<file path="src/rtl/gpio_edge_pkg.sv">
package gpio_edge_pkg;

    typedef enum logic [1:0] {
        TRIG_RISE  = 2'd0,
        TRIG_FALL  = 2'd1,
        TRIG_BOTH  = 2'd2,
        TRIG_LEVEL = 2'd3
    } trig_e;

    typedef enum logic [1:0] {
        REG_DATA = 2'd0,
        REG_DIR  = 2'd1,
        REG_MASK = 2'd2,
        REG_CAP  = 2'd3
    } reg_sel_e;

    localparam int BUS_W  = 32;
    localparam int ADDR_W = 2;

endpackage

</file>
<file path="src/rtl/gpio_sync.sv">
module gpio_sync #(
    parameter int W = 32
) (
    input  logic         clk,
    input  logic         rst_n,
    input  logic [W-1:0] async_in,
    output logic [W-1:0] sync_out
);

    logic [W-1:0] stage1_q;
    logic [W-1:0] stage2_q;

    for (genvar i = 0; i < W; i++) begin : g_bit
        always_ff @(posedge clk or negedge rst_n) begin
            if (!rst_n) begin
                stage1_q[i] <= 1'b0;
                stage2_q[i] <= 1'b0;
            end else begin
                stage1_q[i] <= async_in[i];
                stage2_q[i] <= stage1_q[i];
            end
        end
    end

    assign sync_out = stage2_q;

endmodule

</file>
<file path="src/rtl/gpio_edge_detect.sv">
module gpio_edge_detect
    import gpio_edge_pkg::*;
#(
    parameter int    W    = 32,
    parameter trig_e TRIG = TRIG_RISE
) (
    input  logic         clk,
    input  logic         rst_n,
    input  logic [W-1:0] cur,
    output logic [W-1:0] evt
);

    logic [W-1:0] prev_q;
    logic [W-1:0] rise;
    logic [W-1:0] fall;

    always_ff @(posedge clk or negedge rst_n) begin
        if (!rst_n) begin
            prev_q <= '0;
        end else begin
            prev_q <= cur;
        end
    end

    assign rise = cur & ~prev_q;
    assign fall = ~cur & prev_q;

    if (TRIG == TRIG_FALL) begin : g_fall
        assign evt = fall;
    end else if (TRIG == TRIG_BOTH) begin : g_both
        assign evt = rise | fall;
    end else begin : g_rise
        assign evt = rise;
    end

endmodule

</file>
<file path="src/rtl/gpio_capture.sv">
module gpio_capture #(
    parameter int W = 32
) (
    input  logic         clk,
    input  logic         rst_n,
    input  logic [W-1:0] evt,
    input  logic [W-1:0] clr,
    output logic [W-1:0] cap
);

    logic [W-1:0] cap_q;
    logic [W-1:0] cap_d;

    always_comb begin
        cap_d = (cap_q & ~clr) | evt;
    end

    always_ff @(posedge clk or negedge rst_n) begin
        if (!rst_n) begin
            cap_q <= '0;
        end else begin
            cap_q <= cap_d;
        end
    end

    assign cap = cap_q;

endmodule

</file>
<file path="src/rtl/gpio_edge_port.sv">
module gpio_edge_port
    import gpio_edge_pkg::*;
#(
    parameter int    NPINS = 32,
    parameter trig_e TRIG  = TRIG_RISE
) (
    input  logic                  clk,
    input  logic                  rst_n,
    input  logic                  wr_en,
    input  logic                  rd_en,
    input  logic [ADDR_W-1:0]     addr,
    input  logic [BUS_W-1:0]      wdata,
    output logic [BUS_W-1:0]      rdata,
    input  logic [NPINS-1:0]      pin_in,
    output logic [NPINS-1:0]      pin_out,
    output logic [NPINS-1:0]      pin_oe,
    output logic                  irq
);

    localparam bit LEVEL_MODE = (TRIG == TRIG_LEVEL);

    reg_sel_e         sel;
    logic [NPINS-1:0] wr_bits;
    logic [NPINS-1:0] pin_sync;
    logic [NPINS-1:0] edge_evt;
    logic [NPINS-1:0] cap_q;
    logic [NPINS-1:0] cap_clr;
    logic [NPINS-1:0] out_q;
    logic [NPINS-1:0] dir_q;
    logic [NPINS-1:0] mask_q;
    logic [NPINS-1:0] rd_sel;
    logic [BUS_W-1:0] rdata_q;
    logic [BUS_W-1:0] unused_wdata_hi;

    assign sel             = reg_sel_e'(addr);
    assign wr_bits         = wdata[NPINS-1:0];
    assign unused_wdata_hi = wdata >> NPINS;

    gpio_sync #(.W(NPINS)) u_sync (
        .clk      (clk),
        .rst_n    (rst_n),
        .async_in (pin_in),
        .sync_out (pin_sync)
    );

    gpio_edge_detect #(.W(NPINS), .TRIG(TRIG)) u_detect (
        .clk   (clk),
        .rst_n (rst_n),
        .cur   (pin_sync),
        .evt   (edge_evt)
    );

    assign cap_clr = (wr_en && sel == REG_CAP) ? wr_bits : '0;

    gpio_capture #(.W(NPINS)) u_capture (
        .clk   (clk),
        .rst_n (rst_n),
        .evt   (edge_evt),
        .clr   (cap_clr),
        .cap   (cap_q)
    );

    always_ff @(posedge clk or negedge rst_n) begin
        if (!rst_n) begin
            out_q  <= '0;
            dir_q  <= '0;
            mask_q <= '0;
        end else if (wr_en) begin
            unique case (sel)
                REG_DATA: out_q  <= wr_bits;
                REG_DIR:  dir_q  <= wr_bits;
                REG_MASK: mask_q <= wr_bits;
                REG_CAP:  ;
            endcase
        end
    end

    always_comb begin
        unique case (sel)
            REG_DATA: rd_sel = pin_sync;
            REG_DIR:  rd_sel = dir_q;
            REG_MASK: rd_sel = mask_q;
            REG_CAP:  rd_sel = cap_q;
        endcase
    end

    always_ff @(posedge clk or negedge rst_n) begin
        if (!rst_n) begin
            rdata_q <= '0;
        end else if (rd_en) begin
            rdata_q <= BUS_W'(rd_sel);
        end
    end

    if (LEVEL_MODE) begin : g_irq_level
        assign irq = |(pin_sync & mask_q);
    end else begin : g_irq_edge
        assign irq = |(cap_q & mask_q);
    end

    assign rdata   = rdata_q;
    assign pin_out = out_q;
    assign pin_oe  = dir_q;

endmodule

</file>
<file path="config.mk">
export PLATFORM = sky130hd
export DESIGN_NAME = gpio_edge_port
export DESIGN_NICKNAME = d
export VERILOG_FILES = /design/src/rtl/gpio_edge_pkg.sv /design/src/rtl/gpio_sync.sv /design/src/rtl/gpio_edge_detect.sv /design/src/rtl/gpio_capture.sv /design/src/rtl/gpio_edge_port.sv
export SDC_FILE = /design/constraint.sdc
export NUM_CORES = 1
export LEC_CHECK = 0
export BUFFER_PORTS_ARGS = -buffer_cell sky130_fd_sc_hd__buf_2
export CAP_MARGIN = 20
export CORE_MARGIN = 2
export CORE_UTILIZATION = 60
export CTS_CLUSTER_DIAMETER = 100
export CTS_CLUSTER_SIZE = 20
export DETAILED_ROUTE_END_ITERATION = 8
export PLACE_DENSITY = 0.95
export SLEW_MARGIN = 25
export SYNTH_ARGS = -nofsm -noshare
export SYNTH_HDL_FRONTEND = slang
export SYNTH_SLANG_ARGS = --single-unit
export TNS_END_PERCENT = 50
</file>
<file path="constraint.sdc">
create_clock -name clk -period 3.4 [get_ports clk]
set_input_delay 0.68 -clock clk [delete_from_list [all_inputs] [get_ports clk]]
set_output_delay 0.68 -clock clk [all_outputs]
set_load 0.02 [all_outputs]
</file>
* After elaboration in Yosys (flattened, before gate mapping) *
Cells that the tools add are included.

operators by class
  equal/unequal tests = 3
  mux-type cells = 2
  bitwise operators = 6
  reductions and logical operators = 6

operators with widths
  kind                                                                    number
  32-bit one-hot mux with 4 select lines                                  1
  32-bit AND                                                              3
  32-bit inverter                                                         2
  32-bit 2-to-1 mux                                                       1
  32-bit bitwise OR                                                       1
  32-bit OR reduction                                                     1
  2-bit AND reduction                                                     3
  2-bit equality test (second input constant)                             2
  2-bit by 1-bit equality test with 1-bit output (second input constant)  1
  2-bit logical NOT                                                       1
  1-bit logical AND                                                       1

word-level totals
  bits in registers = 256
  input port bits = 70
  word-level logic and storage cells = 87

* Longest topological paths before layout *
Gate-level depths: netlist (run 1).

  depth after elaboration = 6
  mapped depth = 6
  depth with buffers taken out = 3

* Hierarchy *
From an unflattened synthesis (run 1), not the netlist that was laid out.

unflattened totals
  cell total of the unflattened synthesis = 593
  area, all modules = 10053.4 um^2

by module, submodules not included
  module            instances  cells each  area an instance (um^2)
  gpio_edge_port    1          369         6049.6
  gpio_sync         1          64          1601.5
  gpio_edge_detect  1          64          1241.2
  gpio_capture      1          96          1161.1

* Least setup slack after synthesis (run 1) *
Ideal clock, no wire load.

  kind = register -> output
  from = register mask_q[25]
  to = output irq
  arrival time = 1263 ps
  required time = 2720 ps
  slack = 1457 ps
  cell stages (with the launch flop) = 4
  cell sequence = dfrtp_1 a22oi_1 nand4_1 or4_1

between the ends
  word-level cells in the longest chain between the ends = 2

RTL lines
  element                 RTL line              source
  start, declared         gpio_edge_port.sv:30  logic [NPINS-1:0] mask_q;
  start signal, assigned  gpio_edge_port.sv:72  REG_MASK: mask_q <= wr_bits;
  32-bit AND              gpio_edge_port.sv:98  assign irq = |(cap_q & mask_q);
  32-bit OR reduction     gpio_edge_port.sv:98
  end, declared           gpio_edge_port.sv:17  output logic irq

No other way between the ends.

* Worst setup path in the final report (run 1) *
  from = register mask_q[17]
  to = output irq

Same word-level chain as after synthesis.

==> reports/metrics.json, run 1 <==
{
  "run_status": {
    "run_status": "complete, no violations"
  },
  "die": {
    "die_x_um": 130.6,
    "die_height_um": 130.6,
    "initial_core_util": 0.6102,
    "core_area_um2": 15770,
    "die_area_um2": 17070,
    "ioPinCount": 167,
    "fp-row-count": 46
  },
  "clock_network": {
    "number_of_clock_buffers_inserted_by_tritoncts": 16,
    "cts_tree": "yes",
    "clockRootBuffer": "sky130_fd_sc_hd__clkbuf_16",
    "holdBufCountCts": 0,
    "cts_resized": 0,
    "ctsLongestPathBuffers": 3,
    "post_cts_setup_inserts": 0,
    "clk_transition_reported_paths_ns": 0.08,
    "cts.sink_count": 256,
    "h_tree_lvls": 1,
    "worstSkewPairLatency_ns": 0.48
  },
  "route": {
    "route.detailed.wl_per_inst_um": 21.16,
    "number_of_vias_in_the_routed_layout": 5420,
    "route.detailed.vias_per_inst": 5.729,
    "detail_route.first_pass.iterations": 4,
    "drc": 0,
    "wirelength_um": 20020,
    "ant_nets": 0,
    "number_of_drc_markers_after_the_initial_detailed_route_iteration": 288
  },
  "synth": {
    "yosys_warnings": 0,
    "synth_sequential_area_ratio": 0.6657,
    "count_of_unique_library_cells_instantiated_by_yosys": 21,
    "synth_area_um2": 9623,
    "syn_area_per_cell_um2": 17.12,
    "netlist_instances": 562,
    "postSynthRegisterBits": 256,
    "synth.net_count": 632
  },
  "timing": {
    "worst_slew_margin_rel": 0.5174,
    "transition_time_of_the_tightest_slew_check_pin_ns": 0.7239,
    "finalWorstSetupSlack_ns": 0.5760,
    "timing.final.crit_share": 0.8306,
    "finalSetupViolCount": 0,
    "drv_slew": 0,
    "max_freq_mhz": 354.1,
    "fin_setup_tns_ns": 0,
    "final.min_clock_period_ns": 2.824,
    "rsz0062_at_grt": "false",
    "worst_clock_skew_ns": 0.009977,
    "hold_viol": 0
  },
  "finish": {
    "drive_above_1_share": 0.4795,
    "flow.area_growth_from_synthesis_pct": 15.29,
    "finish.net_count": 800,
    "insertedDiodeCount": 0,
    "filler_instances": 1048
  },
  "worst_setup_path": {
    "worst_ep_required_time_ns": 2.72,
    "critical-path-max-stage-delay_ns": 0.57,
    "path_max_fanout": 3,
    "worst_setup_path_start_kind": "register",
    "critical_path_class": "register to primary output",
    "worst_ep_arrival_time_ns": 2.14,
    "timing.reg2reg.setup_slack_ns": 2.07,
    "timing.critical_path.slowest_stage_cell": "sky130_fd_sc_hd__or4_1",
    "ff2ff_path_depth": 2,
    "worstPathCellList": "a22oi_1 -> nand4_1 -> or4_1 -> buf_2",
    "worst_setup_path_end_kind": "primary output"
  },
  "place": {
    "hpwlAfterDp_um": 13870,
    "post-place-ws_ns": 0.8535,
    "gpl.final_weighted_congestion": 0.8071,
    "buffer_ports.inserted": 166
  },
  "job": {
    "maxCapViolCount": 0
  },
  "global_routing": {
    "remaining_global_route_overflow": 0,
    "grt_antenna_before_repair": 0,
    "pin_count_of_the_biggest_net_entering_global_routing": 80,
    "grt_pass1_wl_um": 31970,
    "number_of_global_route_vias_before_repair": 5914,
    "overall_global_routing_usage": 0.2443
  },
  "power": {
    "powerDensity_nw_per_um2": 624.6,
    "p_sw_frac": 0.2741,
    "cell_internal_pwr_mw": 5.030,
    "vdd_drop_max_mv": 0.5319,
    "cellLeakagePower_nw": 5.182,
    "power.switching_mw": 1.899,
    "clockPowerShare": 0.274,
    "share_comb_of_total_power": 0.190,
    "seq_power_share": 0.537
  },
  "hold_path": {
    "min-delay-path-class": "input port to async pin"
  }
}
==> cells in the mapped netlist <==
master / number / area share
sky130_fd_sc_hd__a22oi_1: 16 / 0.012
sky130_fd_sc_hd__mux2_4: 25 / 0.039
sky130_fd_sc_hd__buf_2: 9 / 0.0047
sky130_fd_sc_hd__nand2_1: 32 / 0.012
sky130_fd_sc_hd__dfrtp_1: 256 / 0.67
sky130_fd_sc_hd__a22o_1: 32 / 0.029
sky130_fd_sc_hd__nor3b_2: 1 / 0.0013
sky130_fd_sc_hd__mux4_1: 7 / 0.019
sky130_fd_sc_hd__nand3b_2: 2 / 0.0023
sky130_fd_sc_hd__nand4_1: 4 / 0.0026
sky130_fd_sc_hd__clkbuf_2: 1 / 0.00052
sky130_fd_sc_hd__mux2_2: 103 / 0.12
sky130_fd_sc_hd__buf_4: 4 / 0.0031
sky130_fd_sc_hd__inv_1: 32 / 0.012
sky130_fd_sc_hd__clkbuf_1: 1 / 0.00039
sky130_fd_sc_hd__buf_6: 6 / 0.0070
sky130_fd_sc_hd__or4_1: 1 / 0.00078
sky130_fd_sc_hd__mux4_2: 25 / 0.059
sky130_fd_sc_hd__and3_2: 1 / 0.00078
sky130_fd_sc_hd__clkbuf_8: 2 / 0.0029
sky130_fd_sc_hd__buf_12: 2 / 0.0042
==> cells in the final DEF, fill, tap and decap left out, drive strengths merged, types with 2 or more instances in the layout <==
master / instances
a22oi: 16
nand2: 32
clkbuf: 17
nand4: 4
dfrtp: 256
buf: 175
mux2: 128
mux4: 32
a22o: 32
inv: 32
nand3b: 2
==> cells by family (layout without fill, tap and decap cells) <==
logic type | Yosys count | after routing | share of synthesized area
multiplexers | 160 | 160 | 0.2372
AO/OA/AOI/OAI | 48 | 48 | 0.04161
flip-flops | 256 | 256 | 0.6657
AND/OR/NAND/NOR | 41 | 41 | 0.02028
buffers and inverters | 57 | 225 | 0.03524
==> critical path: cells and delay by family (launching register included) <==
kind,cells,cell delay [ns]
flops,1,0.41
compound gates,1,0.31
simple gates,2,0.76
buf+inv,1,0.18
==> final timing paths <==
kind,start,endpoint
setup / recovery,mask_q[17]$_DFFE_PN0P_,irq
hold / removal,rst_n,rdata[5]$_DFFE_PN0P_
setup reg to reg,pin_oe[0]$_DFFE_PN0P_,rdata[0]$_DFFE_PN0P_
hold reg to reg,u_sync.stage1_q[24]$_DFF_PN0_,u_sync.sync_out[24]$_DFF_PN0_
max in group asynchronous,rst_n,pin_oe[11]$_DFFE_PN0P_
min in group clk,pin_in[21],u_sync.stage1_q[21]$_DFF_PN0_
==> flip-flops by register name, summed over array words and instances, names as in the netlist <==
name,cells
u_sync.sync_out,32
u_detect.prev_q,32
pin_oe,32
u_capture.cap,32
u_sync.stage1_q,32
rdata,32
mask_q,32
pin_out,32
==> power groups by stage <==
stage | registers [mW] | logic [mW] | clock network, mW
2_1_floorplan | 3.98 | 0.563 | 0
3_3_place_gp | 3.74 | 1.27 | 0
3_5_place_dp | 3.77 | 1.33 | 0
4_1_cts | 3.72 | 1.33 | 1.94
5_1_grt | 3.77 | 1.41 | 2.06
6_report | 3.72 | 1.31 | 1.90
==> final cells by class <==
class,count,area [um^2],area share
multi-input cells,249,2884,0.2600
clock buffers,17,425.4,0.03834
well taps,216,270.3,0.02436
inverters,32,120.1,0.01083
clock inverters,1,30.03,0.002707
flip-flops and latches,256,6406,0.5774
repair buffers,175,958.4,0.08639
==> through the flow <==
step / hold slack, ns / power [mW] / instances / utilization / area, um^2
after global placement: 0.3321 / 5.010 / 928 / 0.6746 / 10640
after floorplan: 0.3312 / 4.542 / 562 / - / 9623
after CTS: 0.1980 / 6.987 / 946 / 0.7035 / 11090
final: 0.1847 / 6.929 / 946 / 0.7035 / 11090
after global routing: 0.2201 / 7.233 / 946 / 0.7035 / 11090
after detailed placement: 0.3347 / 5.100 / 928 / 0.6746 / 10640
==> routing by layer <==
| metal | vias to the layer above | part of all wire | global-route usage |
|---|---|---|---|
| li1 | 2336 | - | - |
| met2 | 198 | 0.50 | 0.4050 |
| met5 | - | 0 | 0 |
| met1 | 2860 | 0.42 | 0.3461 |
| met4 | 0 | 0.018 | 0.05131 |
| met3 | 26 | 0.064 | 0.04723 |
No activity file was read; power rests on OpenSTA's default activity.
==> run 2: changes to the inputs <==
--- a/config.mk
+++ b/config.mk
@@ -8,11 +8,11 @@
 export BUFFER_PORTS_ARGS = -buffer_cell sky130_fd_sc_hd__buf_2
 export CAP_MARGIN = 20
 export CORE_MARGIN = 2
-export CORE_UTILIZATION = 60
+export CORE_UTILIZATION = 55
 export CTS_CLUSTER_DIAMETER = 100
 export CTS_CLUSTER_SIZE = 20
 export DETAILED_ROUTE_END_ITERATION = 8
-export PLACE_DENSITY = 0.95
+export PLACE_DENSITY = 0.91
 export SLEW_MARGIN = 25
 export SYNTH_ARGS = -nofsm -noshare
 export SYNTH_HDL_FRONTEND = slang
==> constraint.sdc (replaced) <==
create_clock -name clk -period 2.6 [get_ports clk]
set_input_delay 0.52 -clock clk [delete_from_list [all_inputs] [get_ports clk]]
set_output_delay 0.52 -clock clk [all_outputs]
set_load 0.02 [all_outputs]
==> run 2 against run 1 <==
Largest cell class unchanged. Sequential share of layout area shrank 0.83 points. Die area grew 8.8%. Cell count grew 2.2%. Sequential power grew 30%. Non-clock buffer count grew 12. First-iteration DRC count grew 23%. Critical path type unchanged. Largest power group unchanged. Clock power grew 32%. Global-route usage shrank 1.5 points. Core utilization shrank 4.8 points.
==> reports/metrics.json, run 2 (synthesized netlist as in run 1, its figures left out) <==
{
  "die": {
    "core_area": {"value": 17180, "unit": "um^2", "change": "+8.9%"},
    "ioPinCount": {"value": 167, "change": "unchanged"},
    "die_x": {"value": 136.3, "unit": "um", "change": "+4.3%"},
    "die_area": {"value": 18570, "unit": "um^2", "change": "+8.8%"},
    "initial_core_util": {"value": 0.5602, "change": "-0.04996"},
    "fp-row-count": {"value": 48, "change": "+4.3%"},
    "die_height": {"value": 136.3, "unit": "um", "change": "+4.3%"}
  },
  "global_routing": {
    "grt.met2_usage": {"value": 0.3922, "change": "-0.01279"},
    "number_of_global_route_vias_before_repair": {"value": 5816, "change": "-1.7%"},
    "overall_global_routing_usage": {"value": 0.2296, "change": "-0.01478"},
    "grt_pass1_wl": {"value": 32200, "unit": "um", "change": "+0.71%"},
    "top_usage_layer": "met2",
    "grt_util_met3": {"value": 0.03691, "change": "-0.01032"},
    "grt_util_met1": {"value": 0.3114, "change": "-0.03466"},
    "grt_antenna_before_repair": {"value": 0, "change": "unchanged"},
    "pin_count_of_the_biggest_net_entering_global_routing": {"value": 56, "change": "-30%"},
    "remaining_global_route_overflow": {"value": 0, "change": "unchanged"}
  },
  "timing": {
    "rsz0062_at_grt": "true",
    "drv_slew": {"value": 0, "change": "unchanged"},
    "fin_setup_tns": {"value": 0, "unit": "ns", "change": "unchanged"},
    "hold_viol": {"value": 0, "change": "unchanged"},
    "worst_clock_skew": {"value": 0.01561, "unit": "ns", "change": "+0.005632 ns"},
    "finalSetupViolCount": {"value": 0, "change": "unchanged"},
    "final.min_clock_period_ns": 2.540,
    "transition_time_of_the_tightest_slew_check_pin": {"value": 0.4526, "unit": "ns", "change": "-0.2712 ns"},
    "max_freq_mhz": 393.7,
    "finalWorstSetupSlack": {"value": 0.06031, "unit": "ns", "change": "-0.5157 ns"},
    "timing.final.crit_share": 0.9768,
    "worst_slew_margin_rel": {"value": 0.6966, "change": "+0.1792"},
    "fin_worst_hold_slack": {"value": 0.1232, "unit": "ns", "change": "-0.06158 ns"}
  },
  "worst_setup_path": {
    "ff2ff_path_depth": {"value": 3, "change": "+1"},
    "reg2reg_from": "u_capture.cap[16]$_DFF_PN0_",
    "worst_setup_path_start_kind": "register",
    "worst_setup_path_end_kind": "primary output",
    "crit-reg2reg-capture": "rdata[16]$_DFFE_PN0P_",
    "critical_path_class": "register to primary output",
    "path_max_fanout": {"value": 3, "change": "unchanged"},
    "worst_ep_arrival_time": {"value": 2.02, "unit": "ns", "change": "-0.12 ns"},
    "timing.reg2reg.setup_slack": {"value": 1.24, "unit": "ns", "change": "-0.83 ns"},
    "worst_ep_required_time": {"value": 2.08, "unit": "ns", "change": "-0.64 ns"}
  },
  "power": {
    "powerDensity": {"value": 809.8, "unit": "nW/um^2", "change": "+30%"},
    "cell_internal_pwr": {"value": 6.602, "unit": "mW", "change": "+31%"},
    "share_comb_of_total_power": {"value": 0.193, "change": "+0.003"},
    "cellLeakagePower": {"value": 5.257, "unit": "nW", "change": "+1.4%"},
    "p_sw_frac": {"value": 0.2757, "change": "+0.001638"},
    "vdd_drop_max": {"value": 0.5481, "unit": "mV", "change": "+3.0%"},
    "clockPowerShare": {"value": 0.275, "change": "about the same"},
    "seq_power_share": {"value": 0.532, "change": "-0.005"},
    "power.switching": {"value": 2.513, "unit": "mW", "change": "+32%"}
  },
  "finish": {
    "design_area": {"value": 11260, "unit": "um^2", "change": "+1.5%"},
    "flow.area_growth_from_synthesis_pct": 16.98,
    "most-common-layout-cells": "sky130_fd_sc_hd__dfrtp_1, sky130_fd_sc_hd__buf_2, sky130_fd_sc_hd__mux2_2",
    "layout_commonest_cell": "sky130_fd_sc_hd__dfrtp_1",
    "finish.net_count": {"value": 812, "change": "+1.5%"},
    "drive_above_1_share": {"value": 0.4960, "change": "+0.01650"},
    "insertedDiodeCount": {"value": 0, "change": "unchanged"}
  },
  "route": {
    "wirelength": {"value": 20210, "unit": "um", "change": "+0.93%"},
    "number_of_vias_in_the_routed_layout": {"value": 5411, "change": "-0.17%"},
    "ant_nets": {"value": 0, "change": "unchanged"},
    "detail_route.first_pass.iterations": {"value": 4, "change": "unchanged"},
    "number_of_drc_markers_after_the_initial_detailed_route_iteration": {"value": 353, "change": "+23%"},
    "drc": {"value": 0, "change": "unchanged"},
    "route.detailed.vias_per_inst": {"value": 5.596, "change": "-2.3%"},
    "route.detailed.wl_per_inst": {"value": 20.90, "unit": "um", "change": "-1.3%"}
  },
  "place": {
    "hpwlAfterDp": {"value": 14210, "unit": "um", "change": "+2.4%"},
    "total_cell_area_at_the_placement_stage": {"value": 10750, "unit": "um^2", "change": "+1.0%"},
    "gpl.final_weighted_congestion": {"value": 0.8116, "change": "+0.56%"},
    "buffer_ports.inserted": {"value": 166, "change": "unchanged"},
    "post-place-ws": {"value": 0.3319, "unit": "ns", "change": "-0.5216 ns"}
  },
  "hold_path": {
    "hold_path_end": "u_sync.stage1_q[5]$_DFF_PN0_",
    "holdPathStages": 1,
    "min-delay-path-class": "input port to register",
    "holdCritStartpoint": "pin_in[5]"
  },
  "clock_network": {
    "h_tree_lvls": {"value": 1, "change": "unchanged"},
    "clk_transition_reported_paths": {"value": 0.09, "unit": "ns", "change": "about the same"},
    "clockRootBuffer": "sky130_fd_sc_hd__clkbuf_16",
    "number_of_clock_buffers_inserted_by_tritoncts": {"value": 16, "change": "unchanged"},
    "worstSkewPairLatency": {"value": 0.49, "unit": "ns", "change": "about the same"},
    "ctsLongestPathBuffers": {"value": 3, "change": "unchanged"},
    "cts.sink_count": {"value": 256, "change": "unchanged"},
    "cts_tree": "yes"
  },
  "run_status": {
    "run_status": "complete, no violations"
  },
  "job": {
    "maxCapViolCount": {"value": 0, "change": "unchanged"}
  }
}
run 2: cell types whose count changed in the layout (fill, tap and decap cells not counted):
cell and change:
sky130_fd_sc_hd__a22oi_1 -6, sky130_fd_sc_hd__or4_4 +1, sky130_fd_sc_hd__or4_1 -1, sky130_fd_sc_hd__buf_4 +9, sky130_fd_sc_hd__buf_12 +2, sky130_fd_sc_hd__dlygate4sd3_1 +1, sky130_fd_sc_hd__a22oi_2 +6
run 2: power by group through the flow:
| stage | combinational (mW) | sequential, mW | clock [mW] |
|---|---|---|---|
| global route | 1.88 | 4.92 | 2.70 |
| floorplan | 0.736 | 5.20 | 0 |
| detailed placement | 1.76 | 4.92 | 0 |
| CTS | 1.77 | 4.85 | 2.55 |
| global placement | 1.71 | 4.89 | 0 |
| finish | 1.76 | 4.85 | 2.51 |
run 2: cell type report:
type	count	area (um^2)
multi-input cells	249	2918
fillers	1211	5919
flip-flops and latches	256	6406
clock buffers	17	425.4
inverters	32	120.1
clock inverters	1	30.03
well taps	225	281.5
repair buffers	187	1076
run 2: per-layer routing:
layer | vias up | wire length [um]
met5 | - | 0
met4 | 0 | 444
met3 | 32 | 1080
met2 | 164 | 10260
met1 | 2854 | 8418
li1 | 2361 | -
run 2: stage by stage:
stage | std cells | power [mW] | utilization
3_3_place_gp | 947 | 6.593 | 0.6259
2_1_floorplan | 562 | 5.939 | -
5_1_grt | 967 | 9.506 | 0.6554
4_1_cts | 966 | 9.173 | 0.6541
6_report | 967 | 9.115 | 0.6554
3_5_place_dp | 947 | 6.681 | 0.6259
run 2: worst max-delay path by stage:
stage,slack [ns],endpoint,cells past startpoint,from
2_1_floorplan,0.82,irq,3,mask_q[25]$_DFFE_PN0P_
3_3_place_gp,0.35,irq,4,u_capture.cap[17]$_DFF_PN0_
3_5_place_dp,0.33,irq,4,mask_q[17]$_DFFE_PN0P_
4_1_cts,0.007,irq,4,mask_q[19]$_DFFE_PN0P_
5_1_grt,-0.01,irq,4,mask_q[19]$_DFFE_PN0P_
6_report,0.06,irq,4,mask_q[19]$_DFFE_PN0P_
run 2: worst max-delay path, cell delays in order (launching register included):
cell and delay (ns):
sky130_fd_sc_hd__dfrtp_1 0.41, sky130_fd_sc_hd__a22oi_2 0.22, sky130_fd_sc_hd__nand4_1 0.18, sky130_fd_sc_hd__or4_4 0.55, sky130_fd_sc_hd__buf_2 0.18
run 2: what timing repair did:
item / in CTS / in global routing
buffers inserted: 0 / 1
hold endpoints to repair: 43 / 0
setup endpoints to repair: 1 / 1
resized for setup: 4 / 3
hold buffers: 1 / 0
pin swaps: 3 / 3
